**src/rtl/cfg_link_pkg.sv**
```systemverilog
package cfg_link_pkg;
  localparam int TX_W      = 60;
  localparam int RX_W      = 43;
  localparam int ADC_W     = 12;
  localparam int ADC_CH_W  = 3;
  localparam int ADC_SLOTS = 1 << ADC_CH_W;
  localparam int SLOTS     = TX_W + 1;

  // Builds the outgoing word, most significant field first
  function automatic logic [TX_W-1:0] pack_tx(
    input logic [3:0]  div,
    input logic [15:0] pll,
    input logic [5:0]  flags,
    input logic [3:0]  hvec,
    input logic [1:0]  endian,
    input logic [3:0]  crst,
    input logic [11:0] dbg,
    input logic [2:0]  imode,
    input logic [7:0]  ddata,
    input logic        dsel);
    return {dsel, ddata, imode, dbg, crst, endian, hvec, flags, pll, div};
  endfunction

  // The remote reports the channel it has already advanced to
  function automatic logic [ADC_CH_W-1:0] adc_slot_of(input logic [ADC_CH_W-1:0] ch);
    return ch - ADC_CH_W'(1);
  endfunction

  localparam logic [TX_W-1:0] TX_DEFAULT =
    pack_tx(4'b0110, 16'h1191, 6'b001000, 4'h0, 2'b00, 4'hF, 12'h000, 3'b000, 8'h00, 1'b0);
endpackage

```
**src/rtl/cfg_link_timer.sv**
```systemverilog
module cfg_link_timer #(
  parameter int SCLK_HALF = 4,
  parameter int NSLOTS    = 61
) (
  input  logic                      clk,
  input  logic                      rst_n,
  output logic                      sclk,
  output logic                      rise_evt,
  output logic                      fall_evt,
  output logic                      frame_end,
  output logic [$clog2(NSLOTS)-1:0] slot
);
  localparam int CW = $clog2(SCLK_HALF + 1);
  localparam int SW = $clog2(NSLOTS);

  logic [CW-1:0] cnt;
  logic          tick;

  assign tick      = (cnt == CW'(SCLK_HALF - 1));
  assign rise_evt  = tick & ~sclk;
  assign fall_evt  = tick & sclk;
  assign frame_end = fall_evt & (slot == SW'(NSLOTS - 1));

  always_ff @(posedge clk or negedge rst_n) begin
    if (!rst_n) begin
      cnt  <= '0;
      sclk <= 1'b0;
      slot <= '0;
    end else if (tick) begin
      cnt  <= '0;
      sclk <= ~sclk;
      if (sclk)
        slot <= frame_end ? '0 : slot + SW'(1);
    end else begin
      cnt <= cnt + CW'(1);
    end
  end
endmodule

```
**src/rtl/cfg_link_tx.sv**
```systemverilog
module cfg_link_tx
  import cfg_link_pkg::*;
#(
  parameter int SW = 6
) (
  input  logic          clk,
  input  logic          rst_n,
  input  logic          fall_evt,
  input  logic          frame_end,
  input  logic [SW-1:0] slot,
  input  logic [3:0]    cfg_clk_div,
  input  logic [15:0]   cfg_pll_ctrl,
  input  logic [5:0]    cfg_flags,
  input  logic [3:0]    cfg_hi_vec,
  input  logic [1:0]    cfg_endian,
  input  logic [3:0]    cfg_cpu_rst,
  input  logic [11:0]   cfg_dbg_sel,
  input  logic [2:0]    cfg_int_mode,
  input  logic [7:0]    cfg_dac_data,
  output logic          sdo,
  output logic          frame_n
);
  logic [TX_W-1:0] shadow;
  logic [SW-1:0]   nslot;

  assign nslot = frame_end ? '0 : slot + SW'(1);

  always_ff @(posedge clk or negedge rst_n) begin
    if (!rst_n) begin
      shadow  <= TX_DEFAULT;
      sdo     <= 1'b0;
      frame_n <= 1'b0;
    end else if (fall_evt) begin
      frame_n <= (nslot != '0);
      sdo     <= (nslot == '0) ? 1'b0 : shadow[nslot - SW'(1)];
      if (frame_end)
        shadow <= pack_tx(cfg_clk_div, cfg_pll_ctrl, cfg_flags, cfg_hi_vec, cfg_endian,
                          cfg_cpu_rst, cfg_dbg_sel, cfg_int_mode, cfg_dac_data,
                          ~shadow[TX_W-1]);
    end
  end
endmodule

```
**src/rtl/cfg_link_rx.sv**
```systemverilog
module cfg_link_rx
  import cfg_link_pkg::*;
#(
  parameter int SW = 6
) (
  input  logic                       clk,
  input  logic                       rst_n,
  input  logic                       rise_evt,
  input  logic                       frame_end,
  input  logic [SW-1:0]              slot,
  input  logic                       sdi,
  output logic [RX_W-1:0]            rx_status,
  output logic [ADC_SLOTS*ADC_W-1:0] adc_slots
);
  logic [RX_W-1:0]     acc;
  logic [ADC_CH_W-1:0] wr_slot;
  logic                in_window;

  assign in_window = (slot != '0) && (slot <= SW'(RX_W));
  assign wr_slot   = adc_slot_of(acc[38:36]);

  always_ff @(posedge clk or negedge rst_n) begin
    if (!rst_n) begin
      acc       <= '0;
      rx_status <= '0;
    end else begin
      if (rise_evt && in_window)
        acc[slot - SW'(1)] <= sdi;
      if (frame_end)
        rx_status <= acc;
    end
  end

  for (genvar s = 0; s < ADC_SLOTS; s++) begin : g_slot
    logic [ADC_W-1:0] mem;
    always_ff @(posedge clk or negedge rst_n) begin
      if (!rst_n)
        mem <= '0;
      else if (frame_end && (wr_slot == ADC_CH_W'(s)))
        mem <= acc[35:24];
    end
    assign adc_slots[s*ADC_W +: ADC_W] = mem;
  end
endmodule

```
**src/rtl/cfg_link_blink.sv**
```systemverilog
module cfg_link_blink #(
  parameter int BLINK_HALF = 50_000_000
) (
  input  logic clk,
  input  logic rst_n,
  input  logic locked,
  output logic blink
);
  localparam int BW = $clog2(BLINK_HALF + 1);
  logic [BW-1:0] cnt;

  always_ff @(posedge clk or negedge rst_n) begin
    if (!rst_n) begin
      cnt   <= '0;
      blink <= 1'b0;
    end else if (!locked) begin
      cnt   <= '0;
      blink <= 1'b0;
    end else if (cnt == BW'(BLINK_HALF - 1)) begin
      cnt   <= '0;
      blink <= ~blink;
    end else begin
      cnt <= cnt + BW'(1);
    end
  end
endmodule

```
**src/rtl/cfg_link.sv**
```systemverilog
module cfg_link
  import cfg_link_pkg::*;
#(
  parameter int SCLK_HALF  = 4,
  parameter int BLINK_HALF = 50_000_000
) (
  input  logic         clk,
  input  logic         rst_n,
  input  logic [3:0]   cfg_clk_div,
  input  logic [15:0]  cfg_pll_ctrl,
  input  logic [5:0]   cfg_flags,
  input  logic [3:0]   cfg_hi_vec,
  input  logic [1:0]   cfg_endian,
  input  logic [3:0]   cfg_cpu_rst,
  input  logic [11:0]  cfg_dbg_sel,
  input  logic [2:0]   cfg_int_mode,
  input  logic [7:0]   cfg_dac_data,
  input  logic         sdi,
  output logic         sclk,
  output logic         frame_n,
  output logic         sdo,
  output logic [42:0]  rx_status,
  output logic [95:0]  adc_slots,
  output logic         link_blink
);
  localparam int SW = $clog2(SLOTS);

  logic          rise_evt;
  logic          fall_evt;
  logic          frame_end;
  logic [SW-1:0] slot;

  cfg_link_timer #(.SCLK_HALF(SCLK_HALF), .NSLOTS(SLOTS)) u_timer (
    .clk(clk), .rst_n(rst_n), .sclk(sclk), .rise_evt(rise_evt),
    .fall_evt(fall_evt), .frame_end(frame_end), .slot(slot));

  cfg_link_tx #(.SW(SW)) u_tx (
    .clk(clk), .rst_n(rst_n), .fall_evt(fall_evt), .frame_end(frame_end), .slot(slot),
    .cfg_clk_div(cfg_clk_div), .cfg_pll_ctrl(cfg_pll_ctrl), .cfg_flags(cfg_flags),
    .cfg_hi_vec(cfg_hi_vec), .cfg_endian(cfg_endian), .cfg_cpu_rst(cfg_cpu_rst),
    .cfg_dbg_sel(cfg_dbg_sel), .cfg_int_mode(cfg_int_mode), .cfg_dac_data(cfg_dac_data),
    .sdo(sdo), .frame_n(frame_n));

  cfg_link_rx #(.SW(SW)) u_rx (
    .clk(clk), .rst_n(rst_n), .rise_evt(rise_evt), .frame_end(frame_end), .slot(slot),
    .sdi(sdi), .rx_status(rx_status), .adc_slots(adc_slots));

  cfg_link_blink #(.BLINK_HALF(BLINK_HALF)) u_blink (
    .clk(clk), .rst_n(rst_n), .locked(rx_status[0]), .blink(link_blink));
endmodule

```
**config.mk**
```make
export PLATFORM = sky130hd
export DESIGN_NAME = cfg_link
export DESIGN_NICKNAME = d
export VERILOG_FILES = /design/src/rtl/cfg_link_pkg.sv /design/src/rtl/cfg_link_timer.sv /design/src/rtl/cfg_link_tx.sv /design/src/rtl/cfg_link_rx.sv /design/src/rtl/cfg_link_blink.sv /design/src/rtl/cfg_link.sv
export SDC_FILE = /design/constraint.sdc
export NUM_CORES = 1
export LEC_CHECK = 0
export BUFFER_PORTS_ARGS = -buffer_cell sky130_fd_sc_hd__buf_2
export CAP_MARGIN = 10
export CORE_MARGIN = 3
export CORE_UTILIZATION = 46
export CTS_CLUSTER_SIZE = 14
export DETAILED_ROUTE_END_ITERATION = 6
export GPL_TIMING_DRIVEN = 0
export PLACE_DENSITY = 0.74
export RECOVER_POWER = 100
export SKIP_CTS_REPAIR_TIMING = 1
export SYNTH_ARGS = -nofsm -noshare
export SYNTH_HDL_FRONTEND = slang
export SYNTH_SLANG_ARGS = --single-unit
```
**constraint.sdc**
```tcl
create_clock -name clk -period 4 [get_ports clk]
set_input_delay 0.4 -clock clk [delete_from_list [all_inputs] [get_ports clk]]
set_output_delay 0.4 -clock clk [all_outputs]
set_load 0.01 [all_outputs]
```
==> metrics.txt <==
Gate Count Post-Synth 1,100; starting density of the core 47.59%; pre-CTS setup slack 0.2121 ns; top-count cell post-synth nand2_1; global-route wire length before repair 45,880 um; number of routed nets with antenna violations 0; met1 WL 12,770 um; violated checks capacitance limit, slew limit; vias per cell 5.129; ranking of synthesized cells by area dfrtp_1, mux2_2, nand2_1; worst clock skew 0.006687 ns; die width 168.8 um; Tcrit/Tclk final 87.83%; met2 wire len 13,450 um; row count 58; vias in the first global route 8,720; Die Height 168.8 um; die area 28,490 um^2; post-DR wirelength/cell 16.95 um; antenna violations before repair 0; CP max stage delay 0.74 ns; Final WS setup 0.4870 ns; First-pass DRT Iterations 4; gp weighted congestion 0.8225; Critical Path AT 3.93 ns; final net count 1,405; ant diodes 0; metal3 WL 1492 um; post-DP HPWL 20,060 um; Synth area leader dfrtp_1; Slew Limit Fails 69; flops & latches, synth 281; CTS tree yes; Non-Filler Instances 1,688; total grt overflow 0; Max-cap violations 1; endpoints failing hold 0; commonest register cell after synthesis dfrtp_1; number of buffers created by CTS 29; Async S/R FF share, synth 100.0%; Core ar. 25,620 um^2; EDFF count, synth 0; Inst Count DP 1,636; CP Class reg2reg; post-detailed-routing wire length 28,610 um; FMAX 284.7 MHz; area growth from synthesis to layout 18.42%; DRC errors left 0; hold slack 0.05683 ns; Synth Warn # 0; Setup Viol. Count Final 0; CP required 4.42 ns; clock buffer depth 3; Rel. slew slack -15.52%; slowest CP cell ha_1; Synth cell types 55; clk slew on worst S/H paths 0.06 ns; clk sinks 281; Post-Syn Nets 1,168; RSZ-0062 raised after global routing false; Post-Syn Area 12,190 um^2; drt first-iter violations 486; fraction of layout cells with a size suffix above 1 21.58%; Seq/Total Area, Yosys 57.80%; syn avg cell area 11.08 um^2; largest net degree at the start of global routing 125; Critical Path Sink Type register; top cells by count, synth nand2_1, dfrtp_1, mux2_2; clk root buf clkbuf_16; Global Route Usage Sum 19.83%; crit-path cells ha_1 -> and3b_1 -> a31oi_4 -> buf_6 -> inv_1 -> ha_1 -> mux4_2 -> mux2i_1 -> o211ai_1 -> o211ai_2 -> o211ai_1; IO buf count 204; worst-margin pin slew 1.733 ns; via count 8,658; Post-DP Area 13,690 um^2; clock latency on the worst-skew pair 0.53 ns; I/O Pins 205; FILL cells 2,206; Period minus WS final 3.513 ns; design area 14,440 um^2; setup tns final 0 ns; Top Metal Used met4; Worst Hold Class in2reg; htree depth 1; Yosys top cell area share 55.21%; Peak VDD IR 321.4 uV; Pleak 6.707 nW; CP Launch Type register; P per Cell Area 403.3 nW/um^2; critical path peak fanout 15; status finished with violations
layer usage:
layer	vias to the layer above	global-route usage (%)
met2	200	32.18
li1	4139	-
met1	4257	27.10
met4	0	6.297
met5	-	0
met3	62	3.993
path summary, 6_finish.rpt:
path / startpoint / end / slack, ns / cells after the start
min in group asynchronous: rst_n / u_tx.shadow[17] / 0.85 / 2
max in group asynchronous: rst_n / u_rx.g_slot[6].mem[2] / 0.99 / 3
max: u_timer.cnt[0] / u_tx.sdo / 0.49 / 11
max reg2reg: u_timer.cnt[0] / u_tx.sdo / 0.49 / 11
min reg2reg: u_tx.shadow[35] / u_tx.shadow[35] / 0.45 / 2
min: cfg_pll_ctrl[12] / u_tx.shadow[16] / 0.06 / 3
stage by stage:
stage	total power (W)	utilization (%)
after floorplan	0.002962	-
after global placement	0.003068	53.19
after detailed placement	0.003079	53.44
after CTS	0.005894	57.40
after global routing	0.006011	56.36
final	0.005823	56.36
cell usage in the layout, fill, tap and decap left out, types with 3 or more instances in the layout:
cell type / n
clkbuf_8: 11
nand2_1: 379
mux2_1: 5
or3_1: 8
o211ai_1: 4
xnor2_1: 9
clkbuf_1: 200
and2_1: 3
mux4_2: 14
o22a_1: 3
or2_2: 3
xor2_1: 19
and3_1: 5
clkbuf_16: 29
nand4_1: 7
nor3_1: 11
nor4_1: 6
bufinv_16: 3
mux2i_1: 10
buf_2: 63
ha_1: 6
nor2b_1: 4
dfrtp_1: 269
inv_1: 8
a21oi_1: 7
nor2_1: 43
nand3b_1: 3
o21ai_0: 14
buf_4: 3
clkbuf_2: 5
dfstp_2: 12
mux2_2: 137
nand2b_1: 6
nand3_1: 9
cell families after synthesis:
kind of cell               after synthesis  synth area share, %
AOI/OAI and AO/OA                       46                2.678
buffers and inverters                   74                2.740
DFF                                    281                57.80
and+or+nand+nor                        497                17.19
muxes                                  167                16.74
adders and majority gates                6               0.6157
xor gates and xnor gates                29                2.237
state kept, by name (all words and copies together), names as in the netlist:
| register | cells |
|---|---|
| u_blink.blink | 1 |
| u_blink.cnt | 26 |
| u_rx.acc | 43 |
| u_rx.g_slot.mem | 96 |
| u_rx.rx_status | 43 |
| u_timer.cnt | 3 |
| u_timer.sclk | 1 |
| u_timer.slot | 6 |
| u_tx.frame_n | 1 |
| u_tx.sdo | 1 |
| u_tx.shadow | 60 |
worst max-delay path, delay by kind of cell (launching register included):
| kind | cells | cell delay (ns) |
|---|---|---|
| compound gates | 4 | 0.78 |
| fa+ha+maj | 2 | 1.00 |
| buf+inv | 2 | 0.33 |
| flops | 1 | 0.39 |
| mux | 2 | 0.63 |
| simple gates | 1 | 0.25 |
where the power goes:
part           internal [W]  total [W]  switching (W)
registers           0.00286    0.00287     0.00000992
clock network       0.00172    0.00280        0.00108
logic             0.0000463   0.000147       0.000100
total               0.00463    0.00582        0.00119
cell type report:
cell class	count	area, um^2	area share, %
Inverter	8	30.03	0.2080
Buffer	65	281.5	1.950
Sequential cell	281	7047	48.81
Clock inverter	7	117.6	0.8146
Timing Repair Buffer	207	888.4	6.153
Multi-Input combinational cell	745	4765	33.00
Clock buffer	45	895.9	6.205
Tap cell	330	412.9	2.860
Note: power is estimated with default switching activity, not from simulation.
